**config.mk**
```make
export PLATFORM = sky130hd
export DESIGN_NAME = ata_pio_seq
export DESIGN_NICKNAME = d
export VERILOG_FILES = /design/src/rtl/ata_pio_seq.sv
export SDC_FILE = /design/constraint.sdc
export NUM_CORES = 1
export LEC_CHECK = 0
export BUFFER_PORTS_ARGS = -buffer_cell sky130_fd_sc_hd__buf_2
export CAP_MARGIN = 40
export CELL_PAD_IN_SITES_DETAIL_PLACEMENT = 0
export CELL_PAD_IN_SITES_GLOBAL_PLACEMENT = 2
export CORE_AREA = 2 2 137 139
export DETAILED_ROUTE_END_ITERATION = 6
export DIE_AREA = 0 0 139 141
export GPL_ROUTABILITY_DRIVEN = 0
export HOLD_SLACK_MARGIN = 0.05
export PLACE_DENSITY_LB_ADDON = 0.1
export SYNTH_ARGS = -nofsm -noshare
export SYNTH_HDL_FRONTEND = slang
export SYNTH_SLANG_ARGS = --single-unit
```
**constraint.sdc**
```tcl
create_clock -name clk -period 2.7 [get_ports clk]
set_clock_uncertainty 0.2 [all_clocks]
set_input_delay 0.405 -clock clk [delete_from_list [all_inputs] [get_ports clk]]
set_output_delay 0.405 -clock clk [all_outputs]
set_load 0.05 [all_outputs]
```
**src/rtl/ata_pio_seq.sv**
```systemverilog
module ata_pio_seq #(
  parameter int SECTOR_WORDS = 256,
  parameter int POLL_LIMIT   = 4096
) (
  input  logic        clk,
  input  logic        rst_n,
  input  logic        cmd_valid,
  output logic        cmd_ready,
  input  logic        cmd_write,
  input  logic        cmd_drive,
  input  logic [27:0] cmd_lba,
  input  logic [7:0]  cmd_count,
  output logic [9:0]  bus_addr,
  output logic        bus_rd,
  output logic        bus_wr,
  output logic [15:0] bus_wdata,
  input  logic [15:0] bus_rdata,
  output logic [15:0] rd_data,
  output logic        rd_valid,
  input  logic        rd_ready,
  input  logic [15:0] wr_data,
  input  logic        wr_valid,
  output logic        wr_ready,
  output logic        done,
  output logic        err,
  output logic [2:0]  err_kind,
  output logic [7:0]  err_code
);
  localparam int WW = $clog2(SECTOR_WORDS);
  localparam int PW = $clog2(POLL_LIMIT);
  localparam logic [9:0] A_DATA = 10'h1F0, A_ERR = 10'h1F1, A_CNT = 10'h1F2,
                         A_DRV = 10'h1F6, A_CMD = 10'h1F7, A_CTL = 10'h3F6;
  localparam logic [2:0] K_NONE = 3'd0, K_ARG = 3'd1, K_DEV = 3'd2, K_FLT = 3'd3, K_TMO = 3'd4;

  typedef enum logic [3:0] {
    S_INIT_R, S_INIT_E, S_IDLE, S_POLL, S_STAT, S_PARM, S_CMD,
    S_RSTB, S_RCAP, S_ROUT, S_WDAT, S_ERRA, S_ERRC, S_DONE, S_FAIL
  } st_t;

  st_t           st;
  logic          wmode, drv, ph_drq;
  logic [27:0]   lba;
  logic [7:0]    cnt, sec_left;
  logic [2:0]    pidx;
  logic [WW-1:0] wcnt;
  logic [PW-1:0] pcnt;
  logic [15:0]   rd_q;
  logic [7:0]    pdata;

  wire s_busy = bus_rdata[7];
  wire s_rdy  = bus_rdata[6];
  wire s_flt  = bus_rdata[5];
  wire s_drq  = bus_rdata[3];
  wire s_err  = bus_rdata[0];
  wire word_fire = (st == S_ROUT && rd_ready) || (st == S_WDAT && wr_valid);
  wire last_word = (wcnt == WW'(SECTOR_WORDS - 1));

  assign cmd_ready = (st == S_IDLE);
  assign rd_valid  = (st == S_ROUT);
  assign rd_data   = rd_q;
  assign wr_ready  = (st == S_WDAT);
  assign done      = (st == S_DONE);
  assign err       = (st == S_FAIL);

  always_comb begin
    case (pidx)
      3'd0:    pdata = cnt;
      3'd1:    pdata = lba[7:0];
      3'd2:    pdata = lba[15:8];
      3'd3:    pdata = lba[23:16];
      default: pdata = {3'b111, drv, lba[27:24]};
    endcase
  end

  always_comb begin
    bus_addr = A_DATA; bus_rd = 1'b0; bus_wr = 1'b0; bus_wdata = 16'h0;
    case (st)
      S_INIT_R: begin bus_addr = A_CTL; bus_wr = 1'b1; bus_wdata = 16'h000C; end
      S_INIT_E: begin bus_addr = A_CTL; bus_wr = 1'b1; bus_wdata = 16'h0008; end
      S_POLL:   begin bus_addr = A_CMD; bus_rd = 1'b1; end
      S_PARM:   begin bus_addr = A_CNT + {7'd0, pidx}; bus_wr = 1'b1; bus_wdata = {8'h00, pdata}; end
      S_CMD:    begin bus_addr = A_CMD; bus_wr = 1'b1; bus_wdata = wmode ? 16'h0030 : 16'h0020; end
      S_RSTB:   bus_rd = 1'b1;
      S_WDAT:   begin bus_wr = wr_valid; bus_wdata = wr_data; end
      S_ERRA:   begin bus_addr = A_ERR; bus_rd = 1'b1; end
      default:  ;
    endcase
  end

  always_ff @(posedge clk) begin
    if (!rst_n) begin
      st <= S_INIT_R; wmode <= 1'b0; drv <= 1'b0; ph_drq <= 1'b0;
      lba <= '0; cnt <= '0; sec_left <= '0; pidx <= '0; wcnt <= '0; pcnt <= '0;
      rd_q <= '0; err_kind <= K_NONE; err_code <= '0;
    end else begin
      case (st)
        S_INIT_R: st <= S_INIT_E;
        S_INIT_E: st <= S_IDLE;
        S_IDLE: if (cmd_valid) begin
          wmode <= cmd_write; drv <= cmd_drive; lba <= cmd_lba; cnt <= cmd_count;
          sec_left <= cmd_count; err_kind <= K_NONE; err_code <= '0;
          pcnt <= '0; ph_drq <= 1'b0; wcnt <= '0;
          if (cmd_count == 8'd0) begin err_kind <= K_ARG; st <= S_FAIL; end
          else st <= S_POLL;
        end
        S_POLL: st <= S_STAT;
        S_STAT: begin
          if (s_flt) begin err_kind <= K_FLT; st <= S_FAIL; end
          else if (ph_drq && !s_busy && s_err) st <= S_ERRA;
          else if (!ph_drq && !s_busy && s_rdy) begin pidx <= '0; st <= S_PARM; end
          else if (ph_drq && !s_busy && s_rdy && s_drq) st <= wmode ? S_WDAT : S_RSTB;
          else if (pcnt == PW'(POLL_LIMIT - 1)) begin err_kind <= K_TMO; st <= S_FAIL; end
          else begin pcnt <= pcnt + 1'b1; st <= S_POLL; end
        end
        S_PARM: begin
          if (pidx == 3'd4) st <= S_CMD;
          pidx <= pidx + 1'b1;
        end
        S_CMD: begin ph_drq <= 1'b1; pcnt <= '0; wcnt <= '0; st <= S_POLL; end
        S_RSTB: st <= S_RCAP;
        S_RCAP: begin rd_q <= bus_rdata; st <= S_ROUT; end
        S_ERRA: st <= S_ERRC;
        S_ERRC: begin err_code <= bus_rdata[7:0]; err_kind <= K_DEV; st <= S_FAIL; end
        S_DONE, S_FAIL: st <= S_IDLE;
        default: ;
      endcase
      if (word_fire) begin
        if (last_word) begin
          wcnt <= '0;
          if (sec_left == 8'd1) st <= S_DONE;
          else begin sec_left <= sec_left - 1'b1; pcnt <= '0; st <= S_POLL; end
        end else begin
          wcnt <= wcnt + 1'b1;
          st <= wmode ? S_WDAT : S_RSTB;
        end
      end
    end
  end


  no_rdwr_clash_chk: assert property (@(posedge clk) disable iff (!rst_n) !(bus_rd && bus_wr));

  done_err_excl_chk: assert property (@(posedge clk) disable iff (!rst_n) !(done && err));

  done_pulse_chk: assert property (@(posedge clk) disable iff (!rst_n) done |=> !done);

  cmd_after_drv_chk: assert property (@(posedge clk) disable iff (!rst_n)
    (bus_wr && bus_addr == A_CMD) |-> $past(bus_wr && bus_addr == A_DRV));

  rd_hold_chk: assert property (@(posedge clk) disable iff (!rst_n)
    (rd_valid && !rd_ready) |=> (rd_valid && $stable(rd_data)));

  idle_quiet_chk: assert property (@(posedge clk) disable iff (!rst_n)
    cmd_ready |-> (!bus_rd && !bus_wr));
endmodule

```
Yosys cells after proc, flatten, opt, wreduce, memory -nomap -nowiden
Index checks and enable logic that the tools add are counted.
- register bits: 101
- logic and storage cells: 134
- output and inout bits: 60
- bits of input ports: 75
- reduce and logical (&&, ||, !) cells: 32
- eq/ne operators: 31
- add/subtract/negate cells: 5
- mux-type cells: 53
- operator list (kind ; number):
    12-bit 2-to-1 mux ; 9
    16-bit one-hot mux with 5 select lines ; 1
    8-bit 2-to-1 mux ; 8
    4-bit 2-to-1 mux ; 12
    4-bit one-hot mux with 11 select lines ; 1
    10-bit one-hot mux with 4 select lines ; 1
    12-bit one-hot mux with 3 select lines ; 1
    8-bit one-hot mux with 2 select lines ; 2
    8-bit one-hot mux with 4 select lines ; 1
    4-bit == test, second input constant ; 7
    3-bit 2-to-1 mux ; 9
    4-bit by 3-bit == test with 1-bit output, second input constant ; 4
    3-bit inequality test, second input constant ; 5
    12-bit by 1-bit adder with 12-bit output, second input constant ; 1
    12-bit == test, second input constant ; 1
    12-bit nonzero test ; 1
    9-bit by 3-bit adder with 10-bit output, first input constant ; 1
    3-bit one-hot mux with 3 select lines ; 1
    8-bit by 1-bit adder with 8-bit output, second input constant ; 1
    4-bit by 2-bit == test with 1-bit output, second input constant ; 2
    8-bit by 1-bit == test with 1-bit output, second input constant ; 1
    8-bit == test, second input constant ; 1
    1-bit logical AND ; 8
    8-bit logical NOT ; 1
    25 further kinds ; 41

Longest topological paths before layout
Gate-level depths: netlist (run 1).
- depth after elaboration: 12
- depth in mapped cells: 8

Worst setup path after synthesis (run 1)
No wires, ideal clock.
- path kind: register to output
- start point: register pidx[2]
- end point: output port bus_wdata[0]
- setup slack: -0.534 ns
- arrival: 2.629 ns
- data required time: 2.095 ns
- stages on the path, launching flop included: 9
- path buffers: 2
- path through: dfxtp_1 -> clkbuf_1 -> inv_1 -> ha_1 -> or2_2 -> buf_1 -> o211ai_1 -> o21ai_0 -> o21ai_0
- cells in the longest elaborated chain, start to end: 3
- elaborated cells between the ends (all ways): 6
- classes of those cells: eq/ne (3); mux (2); reduce/logical (1)
- ends and longest elaborated chain (element ; line ; source):
    start, declared ; 44 ; logic [2:0] pidx;
    start signal, assigned ; 117 ; pidx <= pidx + 1'b1;
    3-bit by 2-bit == test with 1-bit output (tied with other cells) ; 66 ; case (pidx)
    8-bit one-hot mux with 4 select lines (*) ; 66 ;
    16-bit one-hot mux with 5 select lines (*) ; 77 ; case (st)
    end, declared ; 16 ; output logic [15:0] bus_wdata,
Every way passes the cells marked *; elsewhere a longest branch is shown, timed or not.

Final worst setup path (run 1)
- start point: register pidx[1]
- end point: output port bus_wdata[4]
Same word-level chain as after synthesis.

==> results of run 1 <==
==> worst register-to-register path, stage by stage (launching register included) <==
cell and delay (ns):
dfxtp_1 0.37, ha_1 0.19, nand3_1 0.15, nor2_1 0.22
or4b_4 0.57, or4_1 0.42, nand3_1 0.11, a31oi_1 0.08
==> area by class of cell <==
type	instances	area share
clock buffers	10	0.0361
inverters	14	0.00795
flip-flops and latches	101	0.307
well taps	234	0.0443
multi-input cells	542	0.453
repair buffers	165	0.144
clock inverters	6	0.00795
==> kinds of logic (layout without fill, tap and decap cells) <==
group,count (synthesis),count (layout),share of synthesized area
buffers and inverters,69,195,0.0574
AOI/OAI and AO/OA,209,209,0.244
muxes,2,2,0.00385
and+or+nand+nor,314,314,0.277
other,1,5,0.000720
DFF,101,101,0.388
adders and majority gates,12,12,0.0288
==> routing by layer <==
layer / part of all wire / global-route usage / wire, um
met5: 0 / 0 / 0
met4: 0.018 / 0.0579 / 308
met3: 0.036 / 0.0272 / 624
met2: 0.49 / 0.288 / 8510
met1: 0.46 / 0.229 / 8080
==> cell usage after synthesis (3+ instances only) <==
library cell  instances  area share
o211ai_1             10       0.014
and3_1               20       0.024
buf_1                 6      0.0043
inv_1                14       0.010
nand4_1               3      0.0036
dfxtp_1             101        0.39
nand4b_1              4      0.0067
clkbuf_1             37       0.027
a222oi_1              8       0.015
nand2_1             154        0.11
nor3_1               11       0.011
nand2b_1              9       0.011
buf_2                 5      0.0048
a31oi_1              11       0.013
a211oi_1              5      0.0072
nand3_1              25       0.024
a21oi_1             100       0.096
nor2b_1               6      0.0072
nor4_1                6      0.0072
or2_2                 3      0.0036
o21ai_0              39       0.037
a22oi_1               5      0.0072
ha_1                 12       0.029
nor2_1               55       0.040
a41oi_1               3      0.0050
nand3b_1              3      0.0043
buf_4                 5      0.0072
==> worst min-delay path by stage <==
stage                       start           to  slack, ns  cells after the start
floorplan                     drv          drv       0.23                      2
global placement       rd_data[8]   rd_data[8]       0.24                      2
detailed placement    rd_data[13]  rd_data[13]       0.25                      2
CTS                 bus_rdata[10]  rd_data[10]       0.07                      3
global route        bus_rdata[14]  rd_data[14]       0.08                      3
finish              bus_rdata[12]  rd_data[12]       0.08                      3
==> metrics by stage <==
stage	util	power (uW)	area (um2)
2_1_floorplan	-	3080	5260
3_3_place_gp	0.341	3680	6230
3_5_place_dp	0.342	3690	6240
4_1_cts	0.359	5020	6550
5_1_grt	0.362	5270	6610
6_report	0.362	4970	6610
==> what timing repair did <==
item                       CTS  global route
hold buffers                 0             0
setup endpoints to repair    8            11
pin swaps                    0             5
resized for setup            8            16
==> registers in the layout, summed over array words and instances, names as in the netlist <==
name      cells
cnt           8
drv           1
err_code      8
err_kind      3
lba          28
pcnt         12
ph_drq        1
pidx          3
rd_data      16
sec_left      8
st            4
wcnt          8
wmode         1
==> power breakdown <==
group	leakage [uW]	internal (uW)	switching [uW]	total (uW)
sequential	0.000818	1630	132	1760
clock	0.000138	667	630	1300
combinational	0.00167	618	1300	1910
==> impl_metrics.csv, run 1 <==
group,metric,value,unit
outcome,status,"completed",
sta,fmax,0.383,GHz
critical_path,crit_buf_inv,2,
die,initial_utilization,0.285,
cells_and_area,drive_gt1_frac,0.254,
route,dr.pass1.iters,5,
critical_path,crit_required,2.10,ns
yosys,seq_area_frac_synth,0.388,
grt,grt_max_degree,49,
critical_path,worst_setup_path_start_kind,"flop",
critical_path,worstSetupEndpoint,"bus_wdata[4]",
route,drtIter0Drc,294,
yosys,ys_async_sr_fraction,0,
die,die_w,139,um
sta,setup_slack,0.0920,ns
sta,drv_slew,0,
place,numPortBuffers,129,
cells_and_area,nets,920,
route,vias,5404,
grt,grt_pass1_vias,5165,
clock_tree,cts_buffers,9,
critical_path,slowest_stage,"dfxtp_4",
route,vias_per_cell,5.04,
cells_and_area,fillers,1996,
die,rows,50,
critical_path,cpPeakStageDelay,0.38,ns
place,place_ws,0.243,ns
sta,fin_crit,2.61,ns
sta,setup_violations,0,
clock_tree,clk_latency,0.35,ns
yosys,yosys_register_bits,101,
yosys,syn_area_per_cell,7.35,um2
critical_path,reg2reg_depth,7,
sta,fin_setup_tns,0,ns
critical_path,crit_cells,7,
yosys,synthDistinctLibCells,58,
sta,whs,0.0845,ns
sta,finalHoldViolations,0,
sta,rsz0062_at_grt,"yes",
clock_tree,cts-root-buf,"clkbuf_16",
clock_tree,clock-sinks,101,
clock_tree,cts_tree,"yes",
clock_tree,htree_levels,3,
cells_and_area,multi_input_area,2990,um2
die,ios,135,
critical_path,arrival,2.00,ns
cells_and_area,final_cell_mix,"nand2_1, buf_2, a21oi_1",
grt,grt_overflow,0,
die,coreArea,18300,um2
pwr,ir_drop,0.000321,V
critical_path,r2r_slack,0.27,ns
critical_path,worstSetupStartpoint,"pidx[1]",
critical_path,cp-end-kind,"primary output",
cells_and_area,final_common_cell,"nand2_1",
critical_path,timing.rr.end,"sec_left[3]",
route,wl,17500,um
sta,relSlewSlack,0.562,
yosys,yosys_warnings,0,
clock_tree,clock_path_buffers,2,
die,fp.dieH,141,um
sta,tightestPinTransition,0.658,ns
place,post-dp-hpwl,13100,um
critical_path,crit_path_cell_trace,"inv_1, ha_4, a222oi_1, o211ai_1, o21ai_0, o22ai_2, buf_4",
route,drc_errors,0,
critical_path,path_delay_family,"compound AO/OA/AOI/OAI gates",
run,maxCapViolCount,0,
cells_and_area,num_antenna_cells,0,
pwr,p_leak,0.00263,uW
yosys,netlist_area,5210,um2
sta,min_period_over_period,0.966,
grt,gr-usage-all-layers,0.173,
critical_path,cp_max_fo,9,
yosys,synthFlopType,"dfxtp_1",
clock_tree,clk_pin_slew_worst_paths,0.08,ns
cells_and_area,regArea,2030,um2
route,ant_nets,0,
cells_and_area,area_growth,27.0,%
grt,grt_pass1_wl,27300,um
min_path,hold_path.class,"input port to flop",
grt,antenna_found_initial,0,
critical_path,r2r-start,"wcnt[0]",
critical_path,critPathKind,"flop to primary output",
pwr,powerDensity,752,nW/um2
clock_tree,post-cts-setup-buffers,0,
place,placed_cells,1056,
die,die_area,19600,um2
cells_and_area,final_cells,1072,
yosys,synth_edf_count,0,
route,wl_per_cell,16.3,um
yosys,syn_inst,708,
Note: power is estimated with default switching activity, not from simulation.
==> run 2, diff against run 1 <==
--- a/config.mk
+++ b/config.mk
@@ -14,7 +14,8 @@
 export DIE_AREA = 0 0 139 141
 export GPL_ROUTABILITY_DRIVEN = 0
 export HOLD_SLACK_MARGIN = 0.05
-export PLACE_DENSITY_LB_ADDON = 0.1
+export PLACE_DENSITY = 0.83
+export SKIP_LAST_GASP = 1
 export SYNTH_ARGS = -nofsm -noshare
 export SYNTH_HDL_FRONTEND = slang
 export SYNTH_SLANG_ARGS = --single-unit
==> impl_metrics.csv, run 2 (synthesis gave the netlist of run 1 again) <==
group,metric,value,unit
outcome,status,"finished, violations left",
outcome,violations,"DRC",
cells_and_area,drive_gt1_frac,0.250,
sta,drv_slew,0,
cells_and_area,final_cell_mix,"nand2_1, buf_2, a21oi_1",
sta,relSlewSlack,0.564,
min_path,hold_path.class,"input port to flop",
route,wl,16500,um
clock_tree,cts_buffers,9,
critical_path,crit_required,2.10,ns
sta,setup_slack,0.0677,ns
grt,antenna_found_initial,0,
die,die_w,139,um
critical_path,arrival,2.03,ns
critical_path,cp_max_fo,8,
route,vias,5377,
route,drc_errors,13,
sta,setup_violations,0,
cells_and_area,regMostFlops,"lba",
clock_tree,clock_path_buffers,2,
grt,grt_pass1_wl,26300,um
sta,whs,0.0808,ns
place,placed_cells,1055,
route,ant_nets,0,
clock_tree,clock-sinks,101,
run,maxCapViolCount,0,
route,drtIter0Drc,355,
sta,tightestPinTransition,0.648,ns
place,place_ws,0.270,ns
clock_tree,cts_tree,"yes",
sta,min_period_over_period,0.975,
cells_and_area,largest_reg_flops,28,
clock_tree,clk_pin_slew_worst_paths,0.07,ns
clock_tree,post-cts-setup-buffers,0,
pwr,p_leak,0.00263,uW
sta,rsz0062_at_grt,"yes",
cells_and_area,area_growth,26.5,%
place,post-dp-hpwl,12200,um
sta,fin_crit,2.63,ns
place,numPortBuffers,129,
cells_and_area,nets,919,
sta,fmax,0.380,GHz
die,fp.dieH,141,um
die,initial_utilization,0.285,
clock_tree,clk_latency,0.36,ns
critical_path,critPathKind,"flop to primary output",
clock_tree,htree_levels,3,
grt,grt_overflow,0,
route,vias_per_cell,5.02,
cells_and_area,final_cell_area,6590,um2
die,coreArea,18300,um2
die,rows,50,
critical_path,cp-end-kind,"primary output",
grt,grt_pass1_vias,4960,
critical_path,worst_setup_path_start_kind,"flop",
clock_tree,cts-root-buf,"clkbuf_16",
grt,gr-usage-all-layers,0.164,
route,dr.pass1.iters,7,
grt,grt_max_degree,54,
pwr,ir_drop,0.000358,V
die,ios,135,
place,place_area,6250,um2
pwr,powerDensity,746,nW/um2
cells_and_area,final_cells,1071,
route,wl_per_cell,15.4,um
sta,finalHoldViolations,0,
die,die_area,19600,um2
cells_and_area,final_common_cell,"nand2_1",
cells_and_area,num_antenna_cells,0,
[run 2: cell type report]
cell class / instances / area [um2]
fillers: 2035 / 11700
multi-input cells: 542 / 2970
flip-flops and latches: 101 / 2030
repair buffers: 164 / 952
well taps: 234 / 293
clock buffers: 10 / 239
clock inverters: 6 / 52.6
inverters: 14 / 52.6
[run 2: path summary, 6_finish.rpt]
path                                  start            to  slack (ns)  depth (start not counted)
worst max-delay path                pidx[0]  bus_wdata[5]        0.07                          7
worst max register to register        st[1]   sec_left[3]        0.33                          6
worst min-delay path            cmd_lba[14]       lba[14]        0.08                          3
worst min register to register   rd_data[2]    rd_data[2]        0.25                          2
[run 2: where the power goes]
part | total [uW] | internal [uW] | switching (uW) | leakage (uW)
sequential | 1770 | 1630 | 135 | 0.000818
clock | 1280 | 666 | 613 | 0.000144
combinational | 1860 | 596 | 1270 | 0.00167
total | 4910 | 2900 | 2020 | 0.00263
[run 2: critical path: stages, from the launching register on]
cell and delay (ns):
dfxtp_4 0.38, inv_1 0.09, ha_2 0.25, a222oi_1 0.37, o21ai_1 0.13, a21oi_1 0.17, o21ai_1 0.07, buf_2 0.21
[run 2: through the flow]
| step | utilization | setup TNS (ns) | total power, uW |
|---|---|---|---|
| 3_3_place_gp | 0.342 | 0 | 3650 |
| 5_1_grt | 0.360 | -0.103 | 5210 |
| 2_1_floorplan | - | -0.161 | 3080 |
| 6_report | 0.360 | 0 | 4910 |
| 3_5_place_dp | 0.342 | 0 | 3640 |
| 4_1_cts | 0.359 | 0 | 4950 |
[run 2: metal layers]
| layer | up-vias | global-route usage | share of wire |
|---|---|---|---|
| met1 | 2461 | 0.236 | 0.48 |
| met3 | 18 | 0.0316 | 0.053 |
| met4 | 0 | 0.0468 | 0.014 |
| li1 | 2751 | - | - |
| met2 | 147 | 0.251 | 0.45 |
| met5 | - | 0 | 0 |
[run 2: what timing repair did]
item,4_1_cts,5_1_grt
resized for setup,7,11
hold buffers,0,0
pin swaps,2,2
endpoints found under the setup margin,8,11
